==> src/rtl/dm_victim_cache.sv <==
module dm_victim_cache #(
  parameter int ADDR_W     = 16,
  parameter int WORD_W     = 32,
  parameter int SETS       = 16,
  parameter int LINE_WORDS = 4,
  parameter int VICT       = 4
) (
  input  logic                         clk,
  input  logic                         rst_n,
  input  logic                         flush,
  input  logic                         req_valid,
  output logic                         req_ready,
  input  logic [ADDR_W-1:0]            req_addr,
  output logic                         resp_valid,
  output logic                         resp_hit,
  output logic                         resp_victim,
  output logic [WORD_W-1:0]            resp_data,
  output logic                         fill_req,
  output logic [ADDR_W-1:0]            fill_addr,
  input  logic                         fill_valid,
  input  logic [WORD_W*LINE_WORDS-1:0] fill_data
);
  localparam int OFF_W  = $clog2(LINE_WORDS);
  localparam int IDX_W  = $clog2(SETS);
  localparam int TAG_W  = ADDR_W - OFF_W - IDX_W;
  localparam int LA_W   = ADDR_W - OFF_W;
  localparam int LINE_W = WORD_W * LINE_WORDS;
  localparam int VI_W   = $clog2(VICT);

  typedef enum logic [1:0] {ST_IDLE, ST_SWAP, ST_FILL} state_t;
  state_t st;

  logic [SETS-1:0]   m_valid;
  logic [TAG_W-1:0]  m_tag  [SETS];
  logic [LINE_W-1:0] m_data [SETS];
  logic [VICT-1:0]   v_valid;
  logic [LA_W-1:0]   v_la   [VICT];
  logic [LINE_W-1:0] v_data [VICT];
  logic [VI_W-1:0]   v_age  [VICT];

  logic [ADDR_W-1:0] p_addr;
  logic [VI_W-1:0]   p_vidx;

  wire [TAG_W-1:0] q_tag = req_addr[ADDR_W-1 -: TAG_W];
  wire [IDX_W-1:0] q_idx = req_addr[OFF_W +: IDX_W];
  wire [OFF_W-1:0] q_off = req_addr[OFF_W-1:0];
  wire [TAG_W-1:0] p_tag = p_addr[ADDR_W-1 -: TAG_W];
  wire [IDX_W-1:0] p_idx = p_addr[OFF_W +: IDX_W];
  wire [OFF_W-1:0] p_off = p_addr[OFF_W-1:0];

  assign req_ready = (st == ST_IDLE);
  assign fill_req  = (st == ST_FILL);
  assign fill_addr = {p_tag, p_idx, {OFF_W{1'b0}}};

  wire accept = req_valid && req_ready;
  wire m_hit  = m_valid[q_idx] && (m_tag[q_idx] == q_tag);

  logic [VICT-1:0] v_match;
  for (genvar g = 0; g < VICT; g++) begin : g_probe
    assign v_match[g] = v_valid[g] && (v_la[g] == {q_tag, q_idx});
  end
  wire v_any = |v_match;

  logic [VI_W-1:0] v_hidx, v_slot;
  always_comb begin
    v_hidx = '0;
    for (int i = 0; i < VICT; i++)
      if (v_match[i]) v_hidx = VI_W'(i);
  end

  always_comb begin
    v_slot = '0;
    for (int i = 0; i < VICT; i++)
      if (v_age[i] == VI_W'(VICT - 1)) v_slot = VI_W'(i);
    for (int i = VICT - 1; i >= 0; i--)
      if (!v_valid[i]) v_slot = VI_W'(i);
  end

  wire fill_done = (st == ST_FILL) && fill_valid;
  wire m_wr      = (st == ST_SWAP) || fill_done;
  wire v_wr      = (st == ST_SWAP) || (fill_done && m_valid[p_idx]);
  wire v_keep    = m_valid[p_idx];
  wire [VI_W-1:0]   v_wr_idx  = (st == ST_SWAP) ? p_vidx : v_slot;
  wire [LINE_W-1:0] m_wr_data = (st == ST_SWAP) ? v_data[p_vidx] : fill_data;

  always_ff @(posedge clk) begin
    if (!rst_n) begin
      st          <= ST_IDLE;
      m_valid     <= '0;
      v_valid     <= '0;
      resp_valid  <= 1'b0;
      resp_hit    <= 1'b0;
      resp_victim <= 1'b0;
      for (int i = 0; i < VICT; i++) v_age[i] <= VI_W'(i);
    end else begin
      resp_valid <= 1'b0;
      case (st)
        ST_IDLE: if (accept) begin
          p_addr <= req_addr;
          p_vidx <= v_hidx;
          if (m_hit) begin
            resp_valid  <= 1'b1;
            resp_hit    <= 1'b1;
            resp_victim <= 1'b0;
            resp_data   <= m_data[q_idx][q_off*WORD_W +: WORD_W];
          end else if (v_any) begin
            st <= ST_SWAP;
          end else begin
            st <= ST_FILL;
          end
        end
        ST_SWAP: begin
          st          <= ST_IDLE;
          resp_valid  <= 1'b1;
          resp_hit    <= 1'b1;
          resp_victim <= 1'b1;
          resp_data   <= v_data[p_vidx][p_off*WORD_W +: WORD_W];
        end
        ST_FILL: if (fill_valid) begin
          st          <= ST_IDLE;
          resp_valid  <= 1'b1;
          resp_hit    <= 1'b0;
          resp_victim <= 1'b0;
          resp_data   <= fill_data[p_off*WORD_W +: WORD_W];
        end
        default: st <= ST_IDLE;
      endcase

      if (m_wr) begin
        m_valid[p_idx] <= 1'b1;
        m_tag[p_idx]   <= p_tag;
        m_data[p_idx]  <= m_wr_data;
      end

      if (v_wr) begin
        v_valid[v_wr_idx] <= v_keep;
        v_la[v_wr_idx]    <= {m_tag[p_idx], p_idx};
        v_data[v_wr_idx]  <= m_data[p_idx];
        if (v_keep)
          for (int i = 0; i < VICT; i++)
            if (VI_W'(i) == v_wr_idx) v_age[i] <= '0;
            else if (v_age[i] < v_age[v_wr_idx]) v_age[i] <= v_age[i] + 1'b1;
      end

      if (flush) begin
        m_valid <= '0;
        v_valid <= '0;
      end
    end
  end
endmodule

==> config.mk <==
export PLATFORM = sky130hd
export DESIGN_NAME = dm_victim_cache
export DESIGN_NICKNAME = d
export VERILOG_FILES = /design/src/rtl/dm_victim_cache.sv
export SDC_FILE = /design/constraint.sdc
export NUM_CORES = 2
export LEC_CHECK = 0
export ABC_CLOCK_PERIOD_IN_PS = 41200
export BUFFER_PORTS_ARGS = -buffer_cell sky130_fd_sc_hd__buf_2
export CORE_ASPECT_RATIO = 0.75
export CORE_UTILIZATION = 44
export CTS_CLUSTER_SIZE = 14
export DETAILED_ROUTE_END_ITERATION = 16
export PLACE_DENSITY = 0.65
export SYNTH_ARGS = -nofsm -noshare
export SYNTH_HDL_FRONTEND = slang
export SYNTH_SLANG_ARGS = --single-unit
==> constraint.sdc <==
create_clock -name clk -period 41.2 [get_ports clk]
set_clock_uncertainty 0.05 [all_clocks]
set_input_delay 8.24 -clock clk [delete_from_list [all_inputs] [get_ports clk]]
set_output_delay 8.24 -clock clk [all_outputs]
set_load 0.03 [all_outputs]
## After elaboration in Yosys (flattened, before gate mapping)

Memory sizes are Yosys's and may differ from the RTL's. A register that Yosys moved wholly into a read port is not among the register bits.
Index checks and enable logic that the tools add are counted.

- Register bits: 75
- Latch bits: 0
- Memory bits (writable): 2784
- Bits in read-only memories: 0
- Bits of input ports: 149
- Output and inout port bits: 53
- Word-level logic and storage cells: 181
- Memories: 5

Memory list:

| memory | depth | bits a word | rd ports | clocked after Yosys merged registers in | wr ports | RTL line | text |
|---|---|---|---|---|---|---|---|
| m_data | 16 | 128 | 2 | 1 | 1 | 35 | `logic [LINE_W-1:0] m_data [SETS];` |
| v_data | 4 | 128 | 1 | 0 | 1 | 38 | `logic [LINE_W-1:0] v_data [VICT];` |
| m_tag | 16 | 10 | 2 | 1 | 1 | 34 | `logic [TAG_W-1:0] m_tag [SETS];` |
| v_la | 4 | 14 | 4 | 0 | 1 | 37 | `logic [LA_W-1:0] v_la [VICT];` |
| v_age | 4 | 2 | 5 | 0 | 4 | 39 | `logic [VI_W-1:0] v_age [VICT];` |

- Add/subtract/negate cells: 4
- Multiply operators: 0
- Divide/modulo/power cells: 0
- $lt $le $gt $ge: 9
- Equal/unequal tests: 17
- Shifts and indexed selects: 3
- Muxes and demuxes: 101
- Bitwise operators: 10
- Reduce and logical (&&, ||, !) cells: 22

Operator list:

| operator | number |
|---|---|
| variable part select 128 x 8 -> 32 bit | 3 |
| 2-to-1 mux 128 bit | 1 |
| 2-to-1 mux 32 bit | 3 |
| case mux 32 bit (3 select lines) | 1 |
| 2-to-1 mux 1 bit | 66 |
| equality test 14 bit | 4 |
| 2-to-1 mux 2 bit | 19 |
| OR 16 bit | 1 |
| equality test 10 bit | 1 |
| logical AND 1 bit | 10 |
| less-than comparator 4 x 5 -> 1 bit (second input constant) | 2 |
| case mux 1 bit (3 select lines) | 3 |
| adder 2 x 1 -> 2 bit (second input constant) | 4 |
| binary-select mux 1 bit (select 4 bit) | 2 |
| equality test 2 bit (second input constant) | 4 |
| less-than comparator 2 bit | 4 |
| 2-to-1 mux 4 bit | 2 |
| OR 1 bit | 8 |
| inequality test 2 x 1 -> 1 bit (second input constant) | 3 |
| AND reduction 3 bit | 2 |
| AND reduction 5 bit | 1 |
| bitwise mux 4 bit | 1 |
| demux 1 bit (select 4 bit) | 1 |
| equality test 2 bit (first input constant) | 2 |
| 15 further kinds | 18 |

## Longest topological paths before layout

An unclocked memory read counts as a cell.

- Depth in word-level cells: 19
- Gate-level depth with buffers: 12
- Mapped depth without buffers: 10

## Worst setup path after synthesis

No wires, ideal clock.

- Path type: input -> register
- Start point: in rst_n
- End point: mem v_data[0][0] (netlist bit), enable pin
- Setup time: 0.992 ns
- Arrival: 21.937 ns
- Data required time: 40.158 ns
- Setup slack: 18.221 ns
- Cell stages on the path: 2
- Path buffers: 0
- Path through: inv_1 nor4_1

- Cells in the longest elaborated chain, start to end: 2

RTL lines:

| item | RTL line | text |
|---|---|---|
| start: declaration | 9 | `input logic rst_n,` |
| 2-to-1 mux 1 bit | 87 | `if (!rst_n) begin` |
| 2-to-1 mux 1 bit (implied by the code) | 138 | `v_data[v_wr_idx] <= m_data[p_idx];` |
| end: declaration | 38 |  |

Every way passes these cells.

## Worst setup path in the final report

- Start point: in req_addr[2]
- End point: reg resp_data[14], data pin

- Cells in the longest elaborated chain, start to end: 5

RTL lines:

| item | RTL line | text |
|---|---|---|
| start: declaration | 13 | `input logic [ADDR_W-1:0] req_addr,` |
| memory read (16 x 128 bit) | -- |  |
| variable part select 128 x 8 -> 32 bit | 105 | `resp_data <= m_data[q_idx][q_off*WORD_W +: WORD_W];` |
| 2-to-1 mux 32 bit | 101 | `if (m_hit) begin` |
| 2-to-1 mux 32 bit | 98 | `ST_IDLE: if (accept) begin` |
| case mux 32 bit (3 select lines) | 97 | `case (st)` |
| end signal: assignment | 105 |  |
| end signal: assignment | 117 | `resp_data <= v_data[p_vidx][p_off*WORD_W +: WORD_W];` |
| end signal: assignment | 124 | `resp_data <= fill_data[p_off*WORD_W +: WORD_W];` |
| end: declaration | 17 | `output logic [WORD_W-1:0] resp_data,` |

Every way passes these cells. The select of a mux whose other input is x is not followed.
A chain may end at the register's enable or synchronous reset.

==> summary.txt <==
Cell repeated most along the worst path: sky130_fd_sc_hd__buf_4
Post-Synth XOR/XNOR Area: 0.4438%
Vias in the first global route: 66750
Cell type of the slowest stage on the worst timing path: sky130_fd_sc_hd__buf_4
CP required: 41750 ps
Overflow left after global routing: 0
Total GRT Usage: 26.02%
Kind of end point of the critical path: flip-flop
Die width: 625.5 microns
Critical Setup Path Class: input pin to flip-flop
Wire length of the first global-routing pass: 534.4 mm
Complex-gate fraction of the synthesized area: 0.7950%
Most frequent cells in the layout: 2834 x sky130_fd_sc_hd__edfxtp_1, 1568 x sky130_fd_sc_hd__mux4_2, 295 x sky130_fd_sc_hd__clkbuf_16
Detailed Route Iter0 Violations: 8698
DRC violations left: 0
CTS H-Tree Depth: 5
Post-CTS setup buffer count: 0
Power Dens Cells: 44.95 nW/um^2
Synthesized area divided by synthesized cell count: 23.04 sq um
Type of element launching the critical path: input pin
Most frequent standard cell in the layout excluding fill and tap cells: sky130_fd_sc_hd__edfxtp_1
Worst-skew pair later-pin latency: 880 ps
Synth Warn #: 0
Total count of max-transition violations in the final report: 0
Total negative setup slack: 0 ps
Clock edge transition at the registers on the reported setup and hold paths: 60 ps
Final hold violation count: 0
Total length of routed wires: 381.1 mm
Biggest fanout along the worst timing path: 61
Setup slack of the worst register-to-register path: 35110 ps
Area of placed instances: 133800 sq um
Summed instance area of the synthesized netlist: 128300 sq um
Clock Tree Buf Depth: 4
Async S/R FF share, synth: 0%
Antenna violations before repair: 54
Post-cts gate resize count: 0
Total via count in the routed design: 66060
Most instantiated flip-flop cell in the synthesis netlist: sky130_fd_sc_hd__edfxtp_1
Detailed-placement wirelength estimate: 218.4 mm
Worst Tran Pin Value: 1354 ps
Fmax: 0.07433 GHz
Maximum single-stage delay on the critical path: 810 ps
Routed length per placed instance: 38.49 microns
Worst path bufs/invs: 5
Cell variety after synth: 56
Largest family of logic cells by synthesized area: multiplexers
Highest ir drop seen on vdd: 0.00003814 V
Number of detailed-routing iterations run before antenna repair: 5
Post-route ant nets: 0
Clock sink total: 2863
Synthesis-to-finish area growth: 11.23%
Post-synthesis register bit count: 2863
Class of the worst hold path: flip-flop to flip-flop
Die outline area: 293700 sq um
Synth Area in Simple Gates: 0.9120%
I/O Pins: 202
Share of synthesized area spent on multiplexers: 29.40%
Post-route cell area: 142700 sq um
Cells after Synth: 5567
Floorplan die height: 469.6 microns
Final cycle utilization of the critical path: 32.66%
Maxcap violations: 0
Number of placement rows: 171
Share of layout cells above drive strength 1: 41.18%
Final weighted congestion of routability-driven global placement: 0.8017
Kind of cell adding the most delay to the critical path: buffers and inverters
Number of clock buffers inserted by TritonCTS: 283
Max-Slew Margin vs Limit: 9.173%
Number of enable flip-flop cells after synthesis: 2834
Core ar.: 289700 sq um
Data arrival time of the worst path: 14000 ps
Initial standard-cell utilization of the core: 44.28%
Largest net degree at the start of global routing: 131
Sequential cell area fraction in the yosys report: 66.80%
Count of port buffers added during placement: 199
Adder-cell share of the synthesized area: 0.08389%
Lkg Pwr: 0.04359 uW
Result of the run: complete, no violations
CTS Root Buffer Type: sky130_fd_sc_hd__clkbuf_16
Fin nets: 5931
Setup violation total in the final timing report: 0
Per-cell via count in the routed design: 6.673
TritonCTS clock tree: done
Hold buffer count at CTS: 0
Shortest clock period the worst path allows after layout: 13450 ps
RSZ-0062 raised after global routing: no
Sequence of cells on the critical path: buf_8 -> buf_4 -> buf_4 -> buf_4 -> buf_4 -> mux4_2 -> mux4_2 -> mux4_2 -> nor2_1 -> a21oi_1
-- where the power goes --
part	switching, uW	leakage, uW	internal, uW
combinational	346	0.0136	258
clock	1100	0.00433	1450
sequential	16.8	0.0257	3240
-- area by class of cell --
class,instances,area [sq um]
antenna,19,47.55
clock buffer,364,7661
clock inverter,135,1195
fill,22900,147000
inverter,10,40.04
multi-input combinational,2262,40790
sequential,2863,85700
tap,3892,4870
timing repair buffer,355,2375
-- state kept, by name (all words and copies together), names as in the netlist, named ones only --
register / count
resp_hit: 1
v_data: 512
v_valid: 4
p_vidx: 2
resp_victim: 1
m_tag: 160
v_la: 56
resp_data: 32
st: 2
p_addr: 16
m_valid: 16
resp_valid: 1
m_data: 2048
v_age: 8
-- through the flow --
stage | instances | worst slack, ps | total power (uW) | hold slack (ps) | utilization, %
floorplan | 5568 | 18220 | 3716 | 397.9 | -
global placement | 9382 | 26670 | 3917 | 412.6 | 46.18
detailed placement | 9382 | 26660 | 3925 | 414.6 | 46.18
CTS | 9881 | 27610 | 6453 | 431.5 | 49.23
global route | 9883 | 27260 | 6584 | 481.3 | 49.24
finish | 9900 | 27750 | 6413 | 428.6 | 49.25
-- final timing paths --
path                            startpoint                         to  cells after the start
setup / recovery               req_addr[2]    resp_data[14]$_DFFE_PP_                     10
hold / removal    resp_victim$_SDFFE_PN0P_   resp_victim$_SDFFE_PN0P_                      2
setup reg to reg        st[1]$_SDFFE_PN0P_  m_data[14][116]$_DFFE_PP_                     10
hold reg to reg   resp_victim$_SDFFE_PN0P_   resp_victim$_SDFFE_PN0P_                      2
-- kinds of logic (layout without fill, tap and decap cells) --
group	Yosys count	in the layout
buffers and inverters	443	864
xor gates and xnor gates	65	65
muxes	1791	1791
and+or+nand+nor	228	228
AOI/OAI and AO/OA	167	167
DFF	2863	2863
adders and majority gates	9	9
other	1	21
-- per-layer routing --
metal	part of all wire (%)	up-vias	GRT usage, %
li1	-	25210	-
met1	40	36560	37.92
met2	47	3668	40.22
met3	8.9	609	4.392
met4	3.7	14	8.603
met5	0.024	-	0
-- worst min-delay path: stages, from the launching register on --
cell and delay, ps:
sky130_fd_sc_hd__dfxtp_1 310, sky130_fd_sc_hd__nand2_1 50, sky130_fd_sc_hd__mux2i_1 60
-- cell usage after synthesis, types with 7 or more instances --
cell type / n / area share (%)
sky130_fd_sc_hd__edfxtp_1: 2834 / 66
sky130_fd_sc_hd__mux4_2: 1568 / 28
sky130_fd_sc_hd__clkbuf_1: 201 / 0.59
sky130_fd_sc_hd__mux2_2: 132 / 1.2
sky130_fd_sc_hd__buf_2: 100 / 0.39
sky130_fd_sc_hd__mux2i_1: 91 / 0.71
sky130_fd_sc_hd__buf_1: 89 / 0.26
sky130_fd_sc_hd__a21oi_1: 86 / 0.34
sky130_fd_sc_hd__nor2_1: 83 / 0.24
sky130_fd_sc_hd__xnor2_1: 43 / 0.29
sky130_fd_sc_hd__nor2b_1: 39 / 0.19
sky130_fd_sc_hd__a211oi_1: 37 / 0.22
sky130_fd_sc_hd__dfxtp_1: 29 / 0.45
sky130_fd_sc_hd__buf_4: 28 / 0.16
sky130_fd_sc_hd__nand2_1: 26 / 0.076
sky130_fd_sc_hd__xor2_1: 22 / 0.15
sky130_fd_sc_hd__nand4_1: 20 / 0.098
sky130_fd_sc_hd__buf_6: 15 / 0.13
sky130_fd_sc_hd__nand3_1: 12 / 0.047
sky130_fd_sc_hd__o21ai_0: 12 / 0.047
sky130_fd_sc_hd__inv_1: 10 / 0.029
sky130_fd_sc_hd__ha_1: 7 / 0.068
sky130_fd_sc_hd__nand2b_1: 7 / 0.034
sky130_fd_sc_hd__nor3_1: 7 / 0.027
(Power assumes the default switching activity.)
